**src/rtl/xrb_pkg.sv**
```systemverilog
package xrb_pkg;
   typedef enum logic [1:0] {
      FN_ADDR    = 2'b00,
      FN_DATA    = 2'b01,
      FN_INC_RW  = 2'b10,
      FN_INC_W   = 2'b11
   } xrb_fn_e;
endpackage

```
**src/rtl/xrb_ctrl_reg.sv**
```systemverilog
module xrb_ctrl_reg #(
   parameter int DATA_W = 16,
   parameter int DEV_W  = 5,
   parameter int FN_LSB = 14
) (
   input  logic                clk,
   input  logic                rst_n,
   input  logic                we,
   input  logic [DATA_W-1:0]   wdata,
   output logic [DEV_W-1:0]    dev,
   output xrb_pkg::xrb_fn_e    fn,
   output logic [DATA_W-1:0]   rdback
);
   initial begin
      if (FN_LSB + 2 > DATA_W) $error("function field does not fit the data width");
      if (DEV_W > FN_LSB)      $error("device field overlaps the function field");
   end

   always_ff @(posedge clk) begin
      if (!rst_n) begin
         dev <= '0;
         fn  <= xrb_pkg::FN_ADDR;
      end else if (we) begin
         dev <= wdata[DEV_W-1:0];
         fn  <= xrb_pkg::xrb_fn_e'(wdata[FN_LSB +: 2]);
      end
   end

   always_comb begin
      rdback = '0;
      rdback[DEV_W-1:0]   = dev;
      rdback[FN_LSB +: 2] = fn;
   end

   a_r2_fields_held: assert property (@(posedge clk) disable iff (!rst_n)
      !we |=> ($stable(dev) && $stable(fn)));
endmodule

```
**src/rtl/xrb_addr_ptr.sv**
```systemverilog
module xrb_addr_ptr #(
   parameter int ADDR_W = 16,
   parameter int DATA_W = 16
) (
   input  logic               clk,
   input  logic               rst_n,
   input  logic               load,
   input  logic [DATA_W-1:0]  load_val,
   input  logic               step,
   output logic [ADDR_W-1:0]  addr
);
   localparam logic [ADDR_W-1:0] TOP = {ADDR_W{1'b1}};

   initial begin
      if (ADDR_W > DATA_W) $error("extended address wider than the window register");
      if (ADDR_W < 1)      $error("extended address width must be positive");
   end

   always_ff @(posedge clk) begin
      if (!rst_n)     addr <= '0;
      else if (load)  addr <= load_val[ADDR_W-1:0];
      else if (step)  addr <= addr + 1'b1;
   end

   a_r9_wrap: assert property (@(posedge clk) disable iff (!rst_n)
      (step && !load && addr == TOP) |=> addr == '0);
   a_r7_step_one: assert property (@(posedge clk) disable iff (!rst_n)
      (step && !load) |=> addr == $past(addr) + 1'b1);
endmodule

```
**src/rtl/xrb_access_dec.sv**
```systemverilog
module xrb_access_dec #(
   parameter int REG_W    = 5,
   parameter int CTRL_IDX = 13,
   parameter int WIN_IDX  = 14
) (
   input  logic              mgmt_wr,
   input  logic              mgmt_rd,
   input  logic [REG_W-1:0]  mgmt_reg,
   input  xrb_pkg::xrb_fn_e  fn,
   output logic              ctrl_we,
   output logic              addr_load,
   output logic              x_wr,
   output logic              x_rd,
   output logic              step,
   output logic              rd_ctrl,
   output logic              rd_addr,
   output logic              rd_ext
);
   localparam logic [REG_W-1:0] CTRL_NUM = REG_W'(CTRL_IDX);
   localparam logic [REG_W-1:0] WIN_NUM  = REG_W'(WIN_IDX);

   initial begin
      if (CTRL_IDX == WIN_IDX) $error("control and window must be distinct");
      if (CTRL_IDX >= (1 << REG_W) || WIN_IDX >= (1 << REG_W)) $error("register index out of range");
   end

   logic hit_ctrl, hit_win, rd_only, data_fn;

   always_comb begin
      hit_ctrl  = (mgmt_reg == CTRL_NUM);
      hit_win   = (mgmt_reg == WIN_NUM);
      rd_only   = mgmt_rd && !mgmt_wr;
      data_fn   = (fn != xrb_pkg::FN_ADDR);
      ctrl_we   = mgmt_wr && hit_ctrl;
      addr_load = mgmt_wr && hit_win && !data_fn;
      x_wr      = mgmt_wr && hit_win && data_fn;
      x_rd      = rd_only && hit_win && data_fn;
      rd_ctrl   = rd_only && hit_ctrl;
      rd_addr   = rd_only && hit_win && !data_fn;
      rd_ext    = x_rd;
      unique case (fn)
         xrb_pkg::FN_INC_RW: step = x_wr || x_rd;
         xrb_pkg::FN_INC_W:  step = x_wr;
         default:            step = 1'b0;
      endcase
   end
endmodule

```
**src/rtl/xreg_window_bridge.sv**
```systemverilog
module xreg_window_bridge #(
   parameter int REG_W    = 5,
   parameter int DATA_W   = 16,
   parameter int DEV_W    = 5,
   parameter int ADDR_W   = 16,
   parameter int CTRL_IDX = 13,
   parameter int WIN_IDX  = 14,
   parameter int FN_LSB   = 14
) (
   input  logic               clk,
   input  logic               rst_n,
   input  logic               mgmt_wr,
   input  logic               mgmt_rd,
   input  logic [REG_W-1:0]   mgmt_reg,
   input  logic [DATA_W-1:0]  mgmt_wdata,
   output logic [DATA_W-1:0]  mgmt_rdata,
   output logic [DEV_W-1:0]   ext_dev,
   output logic [ADDR_W-1:0]  ext_addr,
   output logic [DATA_W-1:0]  ext_wdata,
   output logic               ext_wr,
   output logic               ext_rd,
   input  logic [DATA_W-1:0]  ext_rdata
);
   xrb_pkg::xrb_fn_e  fn;
   logic [DATA_W-1:0] ctrl_rb, addr_rb;
   logic ctrl_we, addr_load, step, rd_ctrl, rd_addr, rd_ext;

   xrb_ctrl_reg #(.DATA_W(DATA_W), .DEV_W(DEV_W), .FN_LSB(FN_LSB)) u_ctrl (
      .clk(clk), .rst_n(rst_n), .we(ctrl_we), .wdata(mgmt_wdata),
      .dev(ext_dev), .fn(fn), .rdback(ctrl_rb));

   xrb_access_dec #(.REG_W(REG_W), .CTRL_IDX(CTRL_IDX), .WIN_IDX(WIN_IDX)) u_dec (
      .mgmt_wr(mgmt_wr), .mgmt_rd(mgmt_rd), .mgmt_reg(mgmt_reg), .fn(fn),
      .ctrl_we(ctrl_we), .addr_load(addr_load), .x_wr(ext_wr), .x_rd(ext_rd),
      .step(step), .rd_ctrl(rd_ctrl), .rd_addr(rd_addr), .rd_ext(rd_ext));

   xrb_addr_ptr #(.ADDR_W(ADDR_W), .DATA_W(DATA_W)) u_ptr (
      .clk(clk), .rst_n(rst_n), .load(addr_load), .load_val(mgmt_wdata),
      .step(step), .addr(ext_addr));

   generate
      if (ADDR_W == DATA_W) begin : g_rb_full
         assign addr_rb = ext_addr;
      end else begin : g_rb_ext
         assign addr_rb = {{(DATA_W-ADDR_W){1'b0}}, ext_addr};
      end
   endgenerate

   assign ext_wdata = mgmt_wdata;

   always_comb begin
      mgmt_rdata = '0;
      if (rd_ctrl)      mgmt_rdata = ctrl_rb;
      else if (rd_addr) mgmt_rdata = addr_rb;
      else if (rd_ext)  mgmt_rdata = ext_rdata;
   end

   a_r12_single_strobe: assert property (@(posedge clk) disable iff (!rst_n)
      !(ext_wr && ext_rd));
   a_r3_no_strobe_addr_mode: assert property (@(posedge clk) disable iff (!rst_n)
      (fn == xrb_pkg::FN_ADDR) |-> !(ext_wr || ext_rd));
   a_r6_addr_hold: assert property (@(posedge clk) disable iff (!rst_n)
      ((ext_wr || ext_rd) && fn == xrb_pkg::FN_DATA) |=> $stable(ext_addr));
   a_r8_read_no_step: assert property (@(posedge clk) disable iff (!rst_n)
      (ext_rd && fn == xrb_pkg::FN_INC_W) |=> $stable(ext_addr));
   a_r4_read_source: assert property (@(posedge clk) disable iff (!rst_n)
      ext_rd |-> (mgmt_rd && mgmt_rdata == ext_rdata));
endmodule

```
**config.mk**
```make
export PLATFORM = sky130hd
export DESIGN_NAME = xreg_window_bridge
export DESIGN_NICKNAME = d
export VERILOG_FILES = /design/src/rtl/xrb_pkg.sv /design/src/rtl/xrb_ctrl_reg.sv /design/src/rtl/xrb_addr_ptr.sv /design/src/rtl/xrb_access_dec.sv /design/src/rtl/xreg_window_bridge.sv
export SDC_FILE = /design/constraint.sdc
export NUM_CORES = 1
export LEC_CHECK = 0
export BUFFER_PORTS_ARGS = -buffer_cell sky130_fd_sc_hd__buf_4
export CAP_MARGIN = 10
export CORE_ASPECT_RATIO = 0.5
export CORE_UTILIZATION = 30
export CTS_CLUSTER_SIZE = 12
export DETAILED_ROUTE_END_ITERATION = 10
export RECOVER_POWER = 50
export SLEW_MARGIN = 20
export SYNTH_ARGS = -nofsm -noshare
export SYNTH_HDL_FRONTEND = slang
export SYNTH_SLANG_ARGS = --single-unit
export TNS_END_PERCENT = 5
```
**constraint.sdc**
```tcl
create_clock -name clk -period 2.39 [get_ports clk]
set_input_delay 0.3585 -clock clk [delete_from_list [all_inputs] [get_ports clk]]
set_output_delay 0.3585 -clock clk [all_outputs]
set_load 0.005 [all_outputs]
```
==> impl_metrics.yaml, run 1 <==
floorplanning:
  die_area_um2: 6214
  fp.dieW_um: 110.5
  coreArea_um2: 5587
  rows: 19
  start_util_pct: 31.60
  die_h_um: 56.25
  pin_count: 96
yosys:
  syn_nets: 262
  yosysWarnings: 0
  synth_edf_count: 0
  synth_area_leaders: "dfxtp_1, buf_4, nor2_1, a21oi_1, mux2i_1"
  syn_area_um2: 1765
  ys.flop_type: "dfxtp_1"
  async_reset_ff_share_pct: 0
  synth_top_cell_by_area: "dfxtp_1"
  synth_seq_cells: 23
  synthTopCellsByCount: "dfxtp_1, nor2_1, buf_4"
  ys_types: 56
  synth-seq-area-share_pct: 26.08
  syn-instance-count: 220
  synth_top_area_share_pct: 26.08
  syn_area_per_cell_um2: 8.025
power_and_ir_drop:
  p_per_area_nw_per_um2: 357.1
  leakage_nw: 1.136
  ir_drop_mv: 0.2347
route:
  drt_pre_antenna_iters: 5
  routed_wl_um: 5642
  drtAntennaViolNets: 0
  vias_per_cell: 5.259
  drc: 0
  wl_per_cell_um: 15.25
  vias: 1946
  drtIter0Drc: 117
worst_setup_path:
  critPathMaxStageDelay_ns: 0.29
  worstSetupEndpointType: "output port"
  path_cells: "clkbuf_4 > and3b_1 > nand2_1 > nor4_2 > buf_4 > a222oi_1 > inv_1 > buf_4"
  critPathSlowestCell: "nor4_2"
  criticalPathCategory: "primary input to output port"
  reg2reg_depth: 6
  cpMostUsedCell: "buf_4"
  cp_data_required_time_ns: 2.03
  cp.arrival_ns: 1.72
  crit_fanout: 11
  worst_setup_path_start_kind: "primary input"
timing:
  slew_headroom_pct: 63.58
  fin_crit_sh_pct: 86.81
  setup_violations: 0
  fin_tns_setup_ns: 0
  drv_slew: 0
  rsz0062_at_grt: "false"
  fin_skew_ns: 0.002010
  worstMarginPinSlew_ns: 0.5445
  period_needed_ns: 2.075
  hold_viol_final: 0
  max_freq_mhz: 482.0
cells_and_area:
  multi_input_area_um2: 1042
  drive_gt1_share_pct: 40.40
  area_growth_pct: 40.89
  fill_cells: 551
  antenna-diode-count: 0
  postLayoutCellArea_um2: 2487
  register_area_um2: 460.4
  nets: 340
clock_tree:
  ctsRootBufferMaster: "clkbuf_16"
  clock_path_buffers: 2
  clkSinkCount: 23
  tritoncts: "yes"
  cts_setup_buffers: 0
  clk_transition_reported_paths_ns: 0.06
  cts_max_level: 1
  numCtsBuffers: 3
  postCtsHoldBufs: 0
  cts_resized: 0
  clk_latency_ns: 0.26
global_routing:
  grt_pass1_vias: 1787
  grt_pass1_wl_um: 9197
  grt_overflow: 0
  grt_antenna_before_repair: 0
  track_usage_pct: 17.95
  grt_max_degree: 18
place:
  place_area_um2: 2420
  place.gp.congestion: 0.8763
  dp_hpwl_um: 4399
  portBuffers: 95
min_path:
  holdPathStages: 3
  hold_path.class: "primary input to flop"
run_status:
  status: "completed"
run:
  cap_violations: 0
==> stage by stage <==
stage	instances	total power, mW	util (%)	worst slack, ns	hold slack, ns
global route	370	0.9232	44.52	0.1728	0.3776
finish	370	0.8883	44.52	0.3153	0.3643
CTS	370	0.8995	44.73	0.3157	0.3637
detailed placement	366	0.5318	43.31	0.3223	0.5218
floorplan	220	0.4573	-	0.4316	0.4865
global placement	366	0.5300	43.31	0.3759	0.5154
==> power breakdown <==
part	switching, mW	internal [mW]
clock	0.142	0.228
sequential	0.00337	0.385
combinational	0.0571	0.0730
==> path summary, 6_finish.rpt <==
kind | from | end | slack [ns]
hold reg to reg | u_ptr.addr[15] | u_ptr.addr[15] | 0.53
setup reg to reg | u_ctrl.fn[0] | u_ptr.addr[7] | 0.34
hold / removal | mgmt_wdata[3] | u_ctrl.dev[3] | 0.36
setup / recovery | mgmt_reg[4] | mgmt_rdata[15] | 0.32
==> area by class of cell <==
cell class,instances,area share [%]
clock buffers,4,3.169
inverters,10,1.509
multi-input cells,155,41.90
flip-flops and latches,23,18.51
well taps,73,3.672
repair buffers,105,31.24
==> critical path, delay by kind of cell <==
family | cells | cell delay [ns]
AND/OR/NAND/NOR | 3 | 0.73
AO/OA/AOI/OAI | 1 | 0.09
buffers and inverters | 4 | 0.54
==> flip-flops by register name (all words and copies together) (netlist names) <==
signal,count
u_ptr.addr,16
u_ctrl.dev,5
u_ctrl.fn,2
==> placed cells by master (no fill, tap or decap), drive strengths merged, types with 3 or more instances in the layout <==
master	synthesis	final
a21o	3	3
a21oi	17	17
a222oi	7	7
a22o	9	9
a31oi	3	3
buf	27	67
clkbuf	5	42
dfxtp	23	23
inv	9	9
mux2i	8	8
nand2	20	20
nand3	5	5
nand4	4	4
nor2	23	23
nor3	3	3
nor4	4	4
o211ai	3	3
o21ai	9	9
==> per-layer routing <==
layer	global-route usage, %	vias up	wire [um]
li1	-	954	-
met1	25.51	906	2586
met2	29.46	84	2701
met3	2.614	2	351
met4	2.476	0	3
met5	0	-	0
==> cells by family after synthesis <==
logic type / after synthesis / share of synthesized area [%]
adder cells (fa/ha/maj): 1 / 0.7086
multiplexers: 8 / 4.536
AO/OA/AOI/OAI: 66 / 27.14
AND/OR/NAND/NOR: 80 / 26.65
buffers and inverters: 42 / 14.88
flip-flops: 23 / 26.08
(Power assumes the default switching activity.)
==> run 2, diff against run 1 <==
CORE_UTILIZATION = 32   (was 30)
==> run 2 against run 1 <==
Effect of this change:
- combinational power is essentially flat
- routed wire length up 3.1%
- global-route usage is 1.9 points higher
- sequential power barely moved
- clock power down 30%
- worst setup slack better by 0.011 ns
- critical path type unchanged
- critical endpoint is now mgmt_rdata[10]
- largest power group unchanged
==> impl_metrics.yaml, run 2 (same netlist as run 1, synthesis figures left out) <==
run_status:
  status: "completed"
worst_setup_path:
  crit_fanout: 11
  critPathMaxStageDelay_ns: 0.28
  cp_data_required_time_ns: 2.03
  cp.arrival_ns: 1.71
  criticalPathCategory: "primary input to output port"
  critPathSlowestCell: "nor4_2"
  path_cells: "clkbuf_4 > and3b_1 > nand2_1 > nor4_2 > buf_4 > a22o_1 > buf_4"
  worst_setup_path_start_kind: "primary input"
  worstSetupEndpointType: "output port"
  cpMostUsedCell: "buf_4"
place:
  portBuffers: 95
  place.gp.congestion: 0.7960
  place_area_um2: 2424
  dp_hpwl_um: 4445
floorplanning:
  die_h_um: 54.52
  rows: 18
  fp.dieW_um: 107.0
  die_area_um2: 5836
  start_util_pct: 34.53
  coreArea_um2: 5112
  pin_count: 96
route:
  wl_per_cell_um: 15.81
  met1Wirelength_um: 2656
  drt_pre_antenna_iters: 5
  dr_wl_met3_um: 438
  drtAntennaViolNets: 0
  routed_wl_um: 5819
  wl_met2_um: 2702
  vias: 1981
  drc: 0
  top_layer: "met4"
  vias_per_cell: 5.383
  drtIter0Drc: 105
global_routing:
  grt_pass1_wl_um: 8907
  grt_max_degree: 18
  grt_overflow: 0
  grt_pass1_vias: 1725
  grt_antenna_before_repair: 0
  track_usage_pct: 19.84
clock_tree:
  ctsRootBufferMaster: "clkbuf_8"
  clk_transition_reported_paths_ns: 0.09
  clock_path_buffers: 2
  cts_resized: 0
  clkSinkCount: 23
  cts_max_level: 1
  numCtsBuffers: 3
  postCtsHoldBufs: 0
  tritoncts: "yes"
  clk_latency_ns: 0.27
  cts_setup_buffers: 0
timing:
  whs_ns: 0.3391
  fin_tns_setup_ns: 0
  setup_violations: 0
  max_freq_mhz: 484.5
  slew_headroom_pct: 60.19
  rsz0062_at_grt: "false"
  period_needed_ns: 2.064
  worstMarginPinSlew_ns: 0.5952
  hold_viol_final: 0
  drv_slew: 0
  fin_crit_sh_pct: 86.36
  fin_skew_ns: 0.006677
cells_and_area:
  largest_reg_flops: 16
  antenna-diode-count: 0
  fill_cells: 501
  postLayoutCellArea_um2: 2461
  nets: 341
  reg_top3: "u_ptr.addr (16), u_ctrl.dev (5), u_ctrl.fn (2)"
  top_register: "u_ptr.addr"
  drive_gt1_share_pct: 40.94
  final_common_cell: "buf_4"
  area_growth_pct: 39.40
  mostFrequentLayoutCells: "buf_4, clkbuf_4, nor2_1, dfxtp_1, nand2_1"
power_and_ir_drop:
  ir_drop_mv: 0.1868
  power_mw: 0.7800
  p_per_area_nw_per_um2: 316.9
  leakage_nw: 1.128
min_path:
  hold_path.class: "primary input to flop"
run:
  cap_violations: 0
[run 2: cell count changes in the layout (fill, tap and decap cells not counted)]
| cell | before | now |
|---|---|---|
| clkbuf_4 | 35 | 36 |
| clkbuf_8 | 0 | 3 |
| clkbuf_1 | 4 | 3 |
| buf_4 | 67 | 68 |
| clkbuf_16 | 3 | 0 |
[run 2: layout make-up]
| cell class | instances | area (um^2) | share of cell area, % |
|---|---|---|---|
| Multi-Input combinational cell | 155 | 1042 | 42.35 |
| Timing Repair Buffer | 106 | 788.3 | 32.03 |
| Sequential cell | 23 | 460.4 | 18.71 |
| Tap cell | 70 | 87.58 | 3.559 |
| Clock buffer | 4 | 45.04 | 1.830 |
| Inverter | 10 | 37.54 | 1.525 |
[run 2: power by group]
part | total, mW | internal [mW] | switching [mW]
Sequential | 0.388 | 0.385 | 0.00328
Combinational | 0.132 | 0.0744 | 0.0576
Clock | 0.260 | 0.119 | 0.140
Total | 0.780 | 0.579 | 0.201
[run 2: routing by layer]
layer,track usage [%],vias up
li1,-,960
met1,28.15,936
met2,32.80,83
met3,3.452,2
met4,2.055,0
met5,0,-
[run 2: worst paths after layout]
check	cells after the start	to	start	slack [ns]
setup / recovery	7	mgmt_rdata[10]	mgmt_reg[4]	0.33
hold / removal	3	u_ctrl.dev[0]	mgmt_wdata[0]	0.34
setup reg to reg	6	u_ptr.addr[6]	u_ctrl.fn[1]	0.39
hold reg to reg	2	u_ptr.addr[15]	u_ptr.addr[15]	0.53
[run 2: worst max-delay path: cells and delay by family]
kind / cells / cell delay (ns)
buffers and inverters: 3 / 0.47
AND/OR/NAND/NOR: 3 / 0.70
AO/OA/AOI/OAI: 1 / 0.17
[run 2: stage by stage]
| step | setup WS, ns | instances | utilization (%) |
|---|---|---|---|
| floorplan | 0.4316 | 220 | - |
| global placement | 0.3628 | 364 | 47.41 |
| detailed placement | 0.3159 | 364 | 47.41 |
| CTS | 0.3205 | 368 | 48.29 |
| global route | 0.1813 | 368 | 48.14 |
| finish | 0.3260 | 368 | 48.14 |
==> run 3, diff against run 2 <==
ABC_AREA = 1   (was default)
==> run 3 against run 2 <==
Effect of this change:
- flip-flop and latch count is the same
- sequential share of layout area shrank 0.49 points
- synthesized area grew 3.4%
- cell count grew 23%
- clock-buffer cell count is the same
- worst setup slack lost 0.13 ns
- non-clock buffer count shrank 7
- sequential power is essentially flat
- critical path depth is the same
- highest routed layer unchanged
==> impl_metrics.yaml, run 3 <==
timing:
  whs_ns: 0.4080
  layout_setup_ws_ns: 0.1957
  fin_skew_ns: 0.002644
  setup_violations: 0
  worstMarginPinSlew_ns: 0.5700
  rsz0062_at_grt: "false"
  drv_slew: 0
  fin_tns_setup_ns: 0
  fin_crit_sh_pct: 91.81
  max_freq_mhz: 455.7
  slew_headroom_pct: 61.76
  hold_viol_final: 0
  period_needed_ns: 2.194
yosys:
  ys.flop_type: "dfxtp_1"
  synth_compound_gate_area_share_pct: 18.23
  syn_nets: 348
  synthMuxAreaShare_pct: 0
  synthAdderAreaFrac_pct: 0.6854
  syn-instance-count: 306
  synthTopCellsByCount: "nand2_1, o21ai_0, inv_1"
  ys_types: 28
  synth_edf_count: 0
  syn_area_um2: 1826
  synth_top_cell_by_area: "dfxtp_1"
  async_reset_ff_share_pct: 0
  synth-seq-area-share_pct: 25.22
  synth_top_family_by_area: "simple AND/OR/NAND/NOR gates"
  synth_top_area_share_pct: 25.22
  syn_area_per_cell_um2: 5.966
  yosys.area_share.simple_pct: 37.01
  synth_area_leaders: "dfxtp_1, nand2_1, o21ai_0, buf_4, inv_1"
  yosysWarnings: 0
  synth_seq_cells: 23
  synth_xor_xnor_area_share_pct: 0.4798
  synth.most_common_cell: "nand2_1"
cells_and_area:
  final_common_cell: "nand2_1"
  drive_gt1_share_pct: 29.63
  utilization_pct: 46.02
  final_cells: 451
  postLayoutCellArea_um2: 2527
  nets: 421
  area_growth_pct: 38.45
  largest_reg_flops: 16
  mostFrequentLayoutCells: "nand2_1, buf_4, clkbuf_4"
  reg_top3: "u_ptr.addr (16), u_ctrl.dev (5), u_ctrl.fn (2)"
  top_register: "u_ptr.addr"
  antenna-diode-count: 0
min_path:
  hold_path.class: "primary input to flop"
floorplanning:
  die_h_um: 55.41
  start_util_pct: 33.24
  pin_count: 96
  die_area_um2: 6029
  rows: 19
  coreArea_um2: 5492
  fp.dieW_um: 108.8
worst_setup_path:
  worstSetupStartpoint: "u_ctrl.fn[1]"
  cp_data_required_time_ns: 2.03
  critPathMaxStageDelay_ns: 0.46
  cp-endpoint: "mgmt_rdata[3]"
  worstSetupEndpointType: "output port"
  path_depth: 7
  critical_path_buf_inv_count: 3
  path_delay_family: "buffers and inverters"
  r2r_slack_ns: 0.68
  cp.arrival_ns: 1.84
  crit_fanout: 17
  critPathSlowestCell: "clkinv_1"
  r2r_start: "u_ptr.addr[0]"
  worst_setup_path_start_kind: "flop"
  reg2reg_depth: 11
  r2r_end: "u_ptr.addr[12]"
  criticalPathCategory: "flop to output port"
  path_cells: "nor2_4 > inv_1 > nand3_1 > clkinv_1 > nand2_1 > o211ai_1 > buf_4"
run_status:
  status: "completed"
route:
  routed_wl_um: 5519
  vias_per_cell: 4.749
  drtIter0Drc: 76
  drt_pre_antenna_iters: 4
  drc: 0
  wl_per_cell_um: 12.24
  drtAntennaViolNets: 0
  vias: 2142
place:
  dp_hpwl_um: 4234
  portBuffers: 95
  dp.cells: 447
  dp_slack_ns: 0.3514
  place.gp.congestion: 0.8348
  place_area_um2: 2456
power_and_ir_drop:
  power_mw: 0.8628
  power.internal_mw: 0.6773
  sw_frac_of_total_pct: 21.50
  power.sequential.fraction_pct: 44.8
  p_per_area_nw_per_um2: 341.4
  leakage_nw: 1.108
  p_clk_share_pct: 42.5
  combPwrFrac_pct: 12.7
  p_sw_mw: 0.1855
  ir_drop_mv: 0.2659
global_routing:
  track_usage_pct: 18.50
  grt_antenna_before_repair: 0
  grt_overflow: 0
  grt_pass1_wl_um: 8949
  grt_pass1_vias: 1874
  grt_max_degree: 27
clock_tree:
  ctsRootBufferMaster: "clkbuf_16"
  cts_setup_buffers: 0
  tritoncts: "yes"
  cts_resized: 0
  clk_transition_reported_paths_ns: 0.06
  cts_max_level: 1
  clock_path_buffers: 2
  postCtsHoldBufs: 0
  clkSinkCount: 23
  clk_latency_ns: 0.26
  numCtsBuffers: 3
run:
  cap_violations: 0
[run 3: cell types whose count changed after synthesis, sizes merged, moves of 4 or more]
cell,previous run,this run
nand2,20,86
o21ai,9,35
inv,9,34
nand3,5,21
a22o,9,0
mux2i,8,0
a222oi,7,0
nor2,23,30
or2,0,5
buf,27,23
nand4,4,8
nor4,4,0
[run 3: cells by family after synthesis]
group,Yosys count
simple gates,154
buf+inv,66
compound gates,61
flops,23
xor+xnor,1
fa+ha+maj,1
[run 3: final cells by class]
type / count / area (um^2)
flip-flops and latches: 23 / 460.4
well taps: 73 / 91.34
multi-input cells: 217 / 1030
clock buffers: 4 / 78.83
inverters: 35 / 131.4
repair buffers: 99 / 735.7
fillers: 575 / 2964
[run 3: worst reg2reg max path, delay by kind of cell, from the launching register on]
family                     cells  cell delay (ns)
buffers and inverters          1             0.14
AOI/OAI and AO/OA              1             0.08
adders and majority gates      1             0.21
DFF                            1             0.45
and+or+nand+nor                8             0.74
[run 3: per-layer routing]
layer	vias to the layer above	wire [um]	part of all wire (%)	global-route usage, %
li1	1109	-	-	-
met1	984	2718	49	26.78
met2	47	2489	45	29.11
met3	2	292	5.3	3.188
met4	0	17	0.31	2.896
met5	-	0	0	0
[run 3: how the worst min path moves through the flow]
stage / cells after the start / end / slack (ns) / from
6_report: 3 / u_ctrl.fn[1] / 0.41 / mgmt_wdata[15]
5_1_grt: 3 / u_ctrl.dev[4] / 0.42 / mgmt_wdata[4]
4_1_cts: 3 / u_ctrl.dev[4] / 0.41 / mgmt_wdata[4]
3_5_place_dp: 2 / u_ctrl.dev[2] / 0.46 / u_ctrl.dev[2]
3_3_place_gp: 2 / u_ctrl.dev[2] / 0.45 / u_ctrl.dev[2]
2_1_floorplan: 2 / u_ctrl.dev[0] / 0.44 / u_ctrl.dev[0]
[run 3: power by group through the flow]
stage | Clock, mW | Combinational, mW | Sequential [mW]
finish | 0.367 | 0.110 | 0.386
global route | 0.388 | 0.120 | 0.386
CTS | 0.372 | 0.113 | 0.386
detailed placement | 0 | 0.113 | 0.395
global placement | 0 | 0.112 | 0.395
floorplan | 0 | 0.0461 | 0.395
